File: src/rtl/dio_pkg.sv
package dio_pkg;
  localparam int BYTE_W    = 8;
  localparam int ADDR_W    = 4;
  localparam int FET_BYTES = 3;
  localparam int ISO_BYTES = 3;
  localparam int COS_BYTES = 4;
  localparam int FET_W     = FET_BYTES * BYTE_W;
  localparam int ISO_W     = ISO_BYTES * BYTE_W;
  localparam int COS_W     = COS_BYTES * BYTE_W;
  localparam int CTL_TTL_DIR_BIT = 1;

  // byte offsets that software decodes
  localparam logic [ADDR_W-1:0] A_FET0   = 4'd0;
  localparam logic [ADDR_W-1:0] A_TTLLAT = 4'd3;
  localparam logic [ADDR_W-1:0] A_ISO0   = 4'd4;
  localparam logic [ADDR_W-1:0] A_TTLPIN = 4'd7;
  localparam logic [ADDR_W-1:0] A_COS0   = 4'd8;
  localparam logic [ADDR_W-1:0] A_CTRL   = 4'd12;
  localparam logic [ADDR_W-1:0] A_RSVD   = 4'd13;
  localparam logic [ADDR_W-1:0] A_COSEN  = 4'd14;
  localparam logic [ADDR_W-1:0] A_SWRST  = 4'd15;
endpackage

File: src/rtl/dio_sync.sv
module dio_sync #(
  parameter int W      = 8,
  parameter int STAGES = 2
) (
  input  logic         clk,
  input  logic         rst_n,
  input  logic [W-1:0] d,
  output logic [W-1:0] q
);
  logic [W-1:0] chain [STAGES];

  always_ff @(posedge clk or negedge rst_n) begin
    if (!rst_n) begin
      for (int i = 0; i < STAGES; i++) chain[i] <= '0;
    end else begin
      chain[0] <= d;
      for (int i = 1; i < STAGES; i++) chain[i] <= chain[i-1];
    end
  end

  assign q = chain[STAGES-1];
endmodule

File: src/rtl/dio_byte_latches.sv
module dio_byte_latches #(
  parameter int NB = 1,
  parameter int BW = 8
) (
  input  logic           clk,
  input  logic           rst_n,
  input  logic           soft_clr,
  input  logic [NB-1:0]  wr_sel,
  input  logic [BW-1:0]  wdata,
  output logic [NB*BW-1:0] q
);
  for (genvar k = 0; k < NB; k++) begin : g_byte
    always_ff @(posedge clk or negedge rst_n) begin
      if (!rst_n)         q[k*BW +: BW] <= '0;
      else if (soft_clr)  q[k*BW +: BW] <= '0;
      else if (wr_sel[k]) q[k*BW +: BW] <= wdata;
    end
  end
endmodule

File: src/rtl/dio_rd_mux.sv
module dio_rd_mux
  import dio_pkg::*;
(
  input  logic [ADDR_W-1:0] addr,
  input  logic [FET_W-1:0]  fet_q,
  input  logic [BYTE_W-1:0] ttl_q,
  input  logic [ISO_W-1:0]  iso_s,
  input  logic [BYTE_W-1:0] ttl_s,
  input  logic [COS_W-1:0]  cos_status,
  input  logic [BYTE_W-1:0] ctl_q,
  input  logic [BYTE_W-1:0] cosen_q,
  input  logic              irq_pin,
  output logic [BYTE_W-1:0] rd_byte
);
  logic [1:0] lane;
  assign lane = addr[1:0];

  always_comb begin
    rd_byte = '0;
    if (addr < A_TTLLAT)       rd_byte = fet_q[lane*BYTE_W +: BYTE_W];
    else if (addr == A_TTLLAT) rd_byte = ttl_q;
    else if (addr < A_TTLPIN)  rd_byte = iso_s[lane*BYTE_W +: BYTE_W];
    else if (addr == A_TTLPIN) rd_byte = ttl_s;
    else if (addr < A_CTRL)    rd_byte = cos_status[lane*BYTE_W +: BYTE_W];
    else if (addr == A_CTRL)   rd_byte = ctl_q;
    else if (addr == A_COSEN)  rd_byte = cosen_q;
    else if (addr == A_SWRST)  rd_byte = {{(BYTE_W-1){1'b0}}, irq_pin};
  end
endmodule

File: src/rtl/dio_regbank.sv
module dio_regbank
  import dio_pkg::*;
#(
  parameter int SYNC_STAGES  = 2,
  parameter int TTL_MODE_BIT = CTL_TTL_DIR_BIT
) (
  input  logic              clk,
  input  logic              rst_n,
  input  logic [ADDR_W-1:0] bus_addr,
  input  logic              bus_wr,
  input  logic [BYTE_W-1:0] bus_wdata,
  output logic [BYTE_W-1:0] bus_rdata,
  input  logic [ISO_W-1:0]  iso_in,
  input  logic [BYTE_W-1:0] ttl_pin_in,
  input  logic [COS_W-1:0]  cos_status,
  input  logic              irq_pin,
  output logic [FET_W-1:0]  fet_out,
  output logic [BYTE_W-1:0] ttl_out,
  output logic              ttl_oe,
  output logic [BYTE_W-1:0] cos_en,
  output logic [COS_BYTES-1:0] cos_clr_stb,
  output logic [BYTE_W-1:0] cos_clr_data,
  output logic              soft_rst
);
  logic [FET_BYTES-1:0] wr_fet;
  logic [COS_BYTES-1:0] wr_cos;
  logic wr_ttl, wr_ctl, wr_cosen, soft_clr;
  logic [BYTE_W-1:0] ctl_q, rd_byte, ttl_s;
  logic [ISO_W-1:0]  iso_s;

  for (genvar k = 0; k < FET_BYTES; k++) begin : g_fet_dec
    assign wr_fet[k] = bus_wr && (bus_addr == A_FET0 + ADDR_W'(k));
  end
  for (genvar k = 0; k < COS_BYTES; k++) begin : g_cos_dec
    assign wr_cos[k] = bus_wr && (bus_addr == A_COS0 + ADDR_W'(k));
  end
  assign wr_ttl   = bus_wr && (bus_addr == A_TTLLAT);
  assign wr_ctl   = bus_wr && (bus_addr == A_CTRL);
  assign wr_cosen = bus_wr && (bus_addr == A_COSEN);
  assign soft_clr = bus_wr && (bus_addr == A_SWRST);

  dio_byte_latches #(.NB(FET_BYTES), .BW(BYTE_W)) u_fet (
    .clk, .rst_n, .soft_clr, .wr_sel(wr_fet), .wdata(bus_wdata), .q(fet_out));
  dio_byte_latches #(.NB(1), .BW(BYTE_W)) u_ttl (
    .clk, .rst_n, .soft_clr, .wr_sel(wr_ttl), .wdata(bus_wdata), .q(ttl_out));
  dio_byte_latches #(.NB(1), .BW(BYTE_W)) u_ctl (
    .clk, .rst_n, .soft_clr, .wr_sel(wr_ctl), .wdata(bus_wdata), .q(ctl_q));
  dio_byte_latches #(.NB(1), .BW(BYTE_W)) u_cosen (
    .clk, .rst_n, .soft_clr, .wr_sel(wr_cosen), .wdata(bus_wdata), .q(cos_en));

  assign ttl_oe = ctl_q[TTL_MODE_BIT];

  dio_sync #(.W(ISO_W), .STAGES(SYNC_STAGES)) u_iso_sync (
    .clk, .rst_n, .d(iso_in), .q(iso_s));
  dio_sync #(.W(BYTE_W), .STAGES(SYNC_STAGES)) u_ttl_sync (
    .clk, .rst_n, .d(ttl_pin_in), .q(ttl_s));

  dio_rd_mux u_rd (
    .addr(bus_addr), .fet_q(fet_out), .ttl_q(ttl_out), .iso_s(iso_s),
    .ttl_s(ttl_s), .cos_status(cos_status), .ctl_q(ctl_q),
    .cosen_q(cos_en), .irq_pin(irq_pin), .rd_byte(rd_byte));

  always_ff @(posedge clk or negedge rst_n) begin
    if (!rst_n) begin
      bus_rdata    <= '0;
      cos_clr_stb  <= '0;
      cos_clr_data <= '0;
      soft_rst     <= 1'b0;
    end else begin
      bus_rdata    <= rd_byte;
      cos_clr_stb  <= wr_cos;
      soft_rst     <= soft_clr;
      if (|wr_cos) cos_clr_data <= bus_wdata;
    end
  end
endmodule

File: config.mk
export PLATFORM = sky130hd
export DESIGN_NAME = dio_regbank
export DESIGN_NICKNAME = d
export VERILOG_FILES = /design/src/rtl/dio_pkg.sv /design/src/rtl/dio_sync.sv /design/src/rtl/dio_byte_latches.sv /design/src/rtl/dio_rd_mux.sv /design/src/rtl/dio_regbank.sv
export SDC_FILE = /design/constraint.sdc
export NUM_CORES = 1
export LEC_CHECK = 0
export ABC_AREA = 1
export BUFFER_PORTS_ARGS = -buffer_cell sky130_fd_sc_hd__buf_2
export CAP_MARGIN = 20
export CELL_PAD_IN_SITES_DETAIL_PLACEMENT = 1
export CELL_PAD_IN_SITES_GLOBAL_PLACEMENT = 1
export CORE_MARGIN = 8
export CORE_UTILIZATION = 25
export CTS_BUF_LIST = sky130_fd_sc_hd__clkbuf_8
export CTS_CLUSTER_SIZE = 24
export DETAILED_ROUTE_END_ITERATION = 10
export GPL_ROUTABILITY_DRIVEN = 1
export PLACE_DENSITY = 0.54
export SLEW_MARGIN = 20
export SYNTH_ARGS = -nofsm -noshare
export SYNTH_HDL_FRONTEND = slang
export SYNTH_HIERARCHICAL = 1
export SYNTH_SLANG_ARGS = --single-unit
File: constraint.sdc
create_clock -name clk -period 1.25 [get_ports clk]
set_clock_uncertainty 0.2 [all_clocks]
set_input_delay 0.375 -clock clk [delete_from_list [all_inputs] [get_ports clk]]
set_output_delay 0.375 -clock clk [all_outputs]
set_load 0.01 [all_outputs]
Yosys cells after proc, flatten, opt, wreduce, memory -nomap -nowiden:

Index checks and enable logic that the tools add are counted.

* flip-flop bits (word level): 133
* input port bits: 80
* output and inout bits: 62

* order comparisons: 3
* eq/ne operators: 11
* shifts and indexed selects: 3
* muxes and demuxes: 20
* reduce and logical (&&, ||, !) cells: 19

Operator list (number)
* 2-to-1 mux 8 bit: 19
* indexed part select 24 x 6 -> 8 bit: 2
* indexed part select 32 x 6 -> 8 bit: 1
* equality test 4 bit (second input constant): 7
* nonzero test 2 bit: 6
* logical AND 1 bit: 11
* equality test 4 x 2 -> 1 bit (second input constant): 2
* equality test 4 x 1 -> 1 bit (second input constant): 1
* equality test 4 x 3 -> 1 bit (second input constant): 1
* logical NOT 4 bit: 1
* < comparator 4 x 2 -> 1 bit (second input constant): 1
* < comparator 4 x 3 -> 1 bit (second input constant): 1
* < comparator 4 bit (second input constant): 1
* OR reduction 4 bit: 1
* 2-to-1 mux 1 bit: 1

Logic depth before layout (Yosys ltp):

* depth after elaboration: 9
* depth in mapped cells: 11
* mapped depth without buffers: 9

Cells and area by module:

The synthesis kept the hierarchy.

By module, submodules not included
* dio_sync (u_iso_sync): instances 1, cells an instance 72, area an instance 1381.3 um^2, sequential area each 1201.2 um^2
* dio_rd_mux: instances 1, cells an instance 276, area an instance 1227.4 um^2, sequential area each 0.0 um^2
* dio_byte_latches (u_cosen ...): instances 3, cells an instance 35, area an instance 335.3 um^2, sequential area each 200.2 um^2
* dio_byte_latches (u_fet): instances 1, cells an instance 105, area an instance 947.2 um^2, sequential area each 600.6 um^2
* dio_regbank: instances 1, cells an instance 70, area an instance 764.5 um^2, sequential area each 525.5 um^2
* dio_sync (u_ttl_sync): instances 1, cells an instance 24, area an instance 460.4 um^2, sequential area each 400.4 um^2

Worst setup path after synthesis:

OpenSTA, ideal clock, no wires.

* path kind: in2reg
* start: input port bus_addr[3]
* end: register u_fet.q[16]
* arrival: 2.199 ns
* required time: 0.931 ns
* path slack: -1.268 ns
* stages on the path: 7
* path buffers: 2
* cell sequence: buf_4 -> nand3_2 -> nor2_1 -> inv_2 -> buf_2 -> nand3_1 -> nand2_1

* cells in the longest elaborated chain, start to end: 3
* elaborated cells on any way between the ends: 6

Ends and longest elaborated chain
* from (decl): RTL line dio_regbank.sv:9 `input logic [ADDR_W-1:0] bus_addr,`
* equality test 4 bit (*): RTL line dio_regbank.sv:40 `assign soft_clr = bus_wr && (bus_addr == A_SWRST);`
* logical AND 1 bit (*): RTL line dio_regbank.sv:40
* net soft_clr: RTL line dio_regbank.sv:27 `logic wr_ttl, wr_ctl, wr_cosen, soft_clr;`
* 2-to-1 mux 8 bit / nonzero test 2 bit (equally long branches)
* to (signal, indexed assignment): RTL line dio_byte_latches.sv:16 `else if (wr_sel[k]) q[k*BW +: BW] <= wdata;`
* to (decl): RTL line dio_byte_latches.sv:10 `output logic [NB*BW-1:0] q`

Mark *: on every way through the listed nets, which the timed path passes. The rest lies on a longest branch.
A chain may end at the register's enable or synchronous reset.

Worst setup path after layout:

* start: register u_cosen.q[0]
* end: output port cos_en[0]

RTL lines
* from (decl): RTL line dio_byte_latches.sv:10
* from (signal, indexed assignment): RTL line dio_byte_latches.sv:16
* to (decl): RTL line dio_regbank.sv:20 `output logic [BYTE_W-1:0] cos_en,`

No word-level cell between the ends.

==> results.md <==
* Worst hold margin at 0.07464 ns
* Max-Cap Viols at 0
* Die width at 168.1 um
* Lkg Pwr at 4.544 nW
* ANT nets after route at 0
* Status: finished, violations left
* Die Ht at 168.1 um
* # diodes at 0
* Via-to-Cell Ratio at 4.466
* EDFF count, synth at 0
* Synth warn at 6
* WL final at 21.68 mm
* Initial antenna violation count at 0
* Final nets at 991
* Multi-input logic area at 2211 um2
* Top-area cell type share of the netlist area at 57.51%
* Syn Inst Count at 652
* Synth Register Bits at 133
* Filler Cell Count at 2645
* Placed insts at 1095
* Worst-path fanout max at 2
* PD cells at 1285 nW/um2
* Count leader, synth: nand2_1
* RePlAce Congestion at 0.7977
* Post-Synthesis Mean Instance Area at 8.875 um2
* Sink Count at 133
* Max stage delay on crit path at 0.41 ns
* Total gr overflow at 0
* Max IR drop VDD at 0.6485 mV
* WL per Instance at 17.93 um
* Top delay family on crit path: flip-flops
* Register area at 3329 um2
* Num CTS Buffers at 17
* Setup-failing EPs final at 70
* DR pass1 iterations at 4
* Worst Path Arrival at 1.10 ns
* Post-Route Utilization at 39.11%
* Buf+Inv Stages, Crit Path at 2
* Vias in the first global route at 6030
* Asr flop ratio synth at 100.0%
* Failing checks: negative setup slack
* Starting density of the core at 25.48%
* Synth Net Count at 732
* Clk buf depth at 2
* # IOs at 142
* Total GRT Usage at 15.27%
* CP Class: register to output port
* Post-route setup TNS at -22.28 ns
* Post-route DRC violation count at 0
* Htree depth at 4
* Final worst-path cycle share at 133.9%
* Die area at 28270 um2
* Critical Path RT at 0.68 ns
* Register area share after synthesis at 57.51%
* Design area at 8882 um2
* Yosys cell types at 25
* Slew Limit Fails at 0
* Ys flop type: dfrtp_1
* CTS tree: built
* Pin count of the biggest net entering global routing at 30
* Clock period minus worst slack at 1.674 ns
* Placeable Area at 22710 um2
* Final non-filler cell total at 1209
* Final WS setup at -0.4241 ns
* Crit-path cells: buf_6, buf_6
* Worst-Skew Late Latency at 0.46 ns
* CP endpoint kind: output port
* Initial DRC Count at 252
* Layout cells sized above 1 at 41.99%
* Netlist Area Pre-Place at 5787 um2
* Hold WC Path Type: input port to register
* Commonest cells in the netlist: nand2_1 (223), dfrtp_1 (133), nand3_1 (81)
* RSZ-0062 raised after global routing: true
* Synth area leaders: dfrtp_1 (58%), nand2_1 (14%), nand3_1 (7.0%)
* Critical path's slowest cell: dfrtp_1
* Max Freq at 0.5973 GHz
* Largest area contributor in the netlist: dfrtp_1
* Clock slew at reported path FFs at 0.08 ns
* Global-route wire length before repair at 33.33 mm
* Clock root cell: clkbuf_8
* Via count at 5399
* Worst slew pin tran at 0.3401 ns
* Placed Area at 7254 um2
* P&R area growth vs syn at 53.49%
* Startpoint class of the critical path: register
* Most used cell, CP: buf_6
* Core Rows at 55
* Final hold viol count at 0
* Slew headroom at 77.09%
* Hpwl dp at 16.29 mm
* I/O Buffers at 141
==> cell usage in the layout, fill, tap and decap left out, types with 4 or more instances in the layout <==
master	instances
a21oi_1	10
o211ai_1	4
nor2_4	12
dlygate4sd3_1	33
nand2_1	204
nor2_2	5
buf_4	82
buf_12	12
nand3_1	62
inv_6	8
o21ai_0	10
nand2_2	19
clkbuf_8	17
a21oi_2	10
nand3_2	17
buf_6	61
dfrtp_1	132
nor2_1	34
inv_2	12
nand4_1	13
buf_2	105
nand3_4	4
inv_8	4
inv_1	30
==> state kept, by name, summed over array words and instances, names as in the netlist, 8 cells and up <==
register          count
bus_rdata             8
cos_clr_data          8
u_cosen/q             8
u_ctl/q               8
u_fet/q              24
u_iso_sync/chain     24
u_iso_sync/q         24
u_ttl/q               8
u_ttl_sync/chain      8
u_ttl_sync/q          8
==> cell type report <==
type | count | share of cell area [%]
well taps | 285 | 4.015
inverters | 44 | 1.972
repair buffers | 295 | 27.26
multi-input cells | 420 | 24.89
clock buffers | 17 | 2.634
flip-flops and latches | 133 | 37.48
clock inverters | 15 | 1.747
==> path summary, 6_finish.rpt <==
| check | from | end | slack [ns] | depth (start not counted) |
|---|---|---|---|---|
| setup reg to reg | u_fet/q[12] | bus_rdata[4] | -0.20 | 8 |
| hold / removal | bus_wdata[0] | u_cosen/q[0] | 0.07 | 3 |
| max in group asynchronous | rst_n | u_iso_sync/chain[39] | 0.24 | 3 |
| hold reg to reg | u_iso_sync/chain[27] | u_iso_sync/q[3] | 0.15 | 0 |
| setup / recovery | u_cosen/q[0] | cos_en[0] | -0.42 | 2 |
| min in group asynchronous | rst_n | u_fet/q[9] | 0.15 | 2 |
==> per-layer routing <==
layer  vias to the layer above  wire (um)  global-route usage (%)
li1                       2577          -                       -
met2                       107      11130                   26.71
met4                         0        355                   4.775
met5                         -          0                       0
met3                        28        774                   3.321
met1                      2687       9417                   18.42
==> worst register-to-register path, cell delays in order (launching register included) <==
cell and delay, ns:
dfrtp_1 0.40, buf_4 0.14, buf_4 0.12, inv_1 0.04, nand2_1 0.04, o21ai_1 0.09
o21ai_2 0.09, a21boi_2 0.13, nand3_1 0.09
==> per-stage QoR <==
step	worst slack, ns	total power, mW
6_report	-0.4241	11.42
5_1_grt	-0.4705	11.97
4_1_cts	-0.4530	11.38
3_5_place_dp	-0.6238	7.030
3_3_place_gp	-0.5973	6.973
2_1_floorplan	-0.4817	5.905
==> logic make-up (layout without fill, tap and decap cells) <==
family	Yosys count	count (layout)	share of synthesized area [%]
buffers and inverters	100	371	9.924
DFF	133	133	57.51
and+or+nand+nor	376	377	28.50
AOI/OAI and AO/OA	43	43	4.065
==> what timing repair did <==
item / CTS / global route
buffers inserted: 35 / 21
hold buffers: 33 / 0
hold endpoints to repair: 165 / 0
resized for setup: 76 / 59
endpoints found under the setup margin: 83 / 113
gates cloned: 0 / 2
pin swaps: 19 / 32
==> power by group <==
group | switching (mW) | internal (mW)
logic | 1.33 | 1.42
registers | 0.292 | 4.72
clock network | 1.99 | 1.66
total | 3.61 | 7.81
No activity file was read; power rests on OpenSTA's default activity.
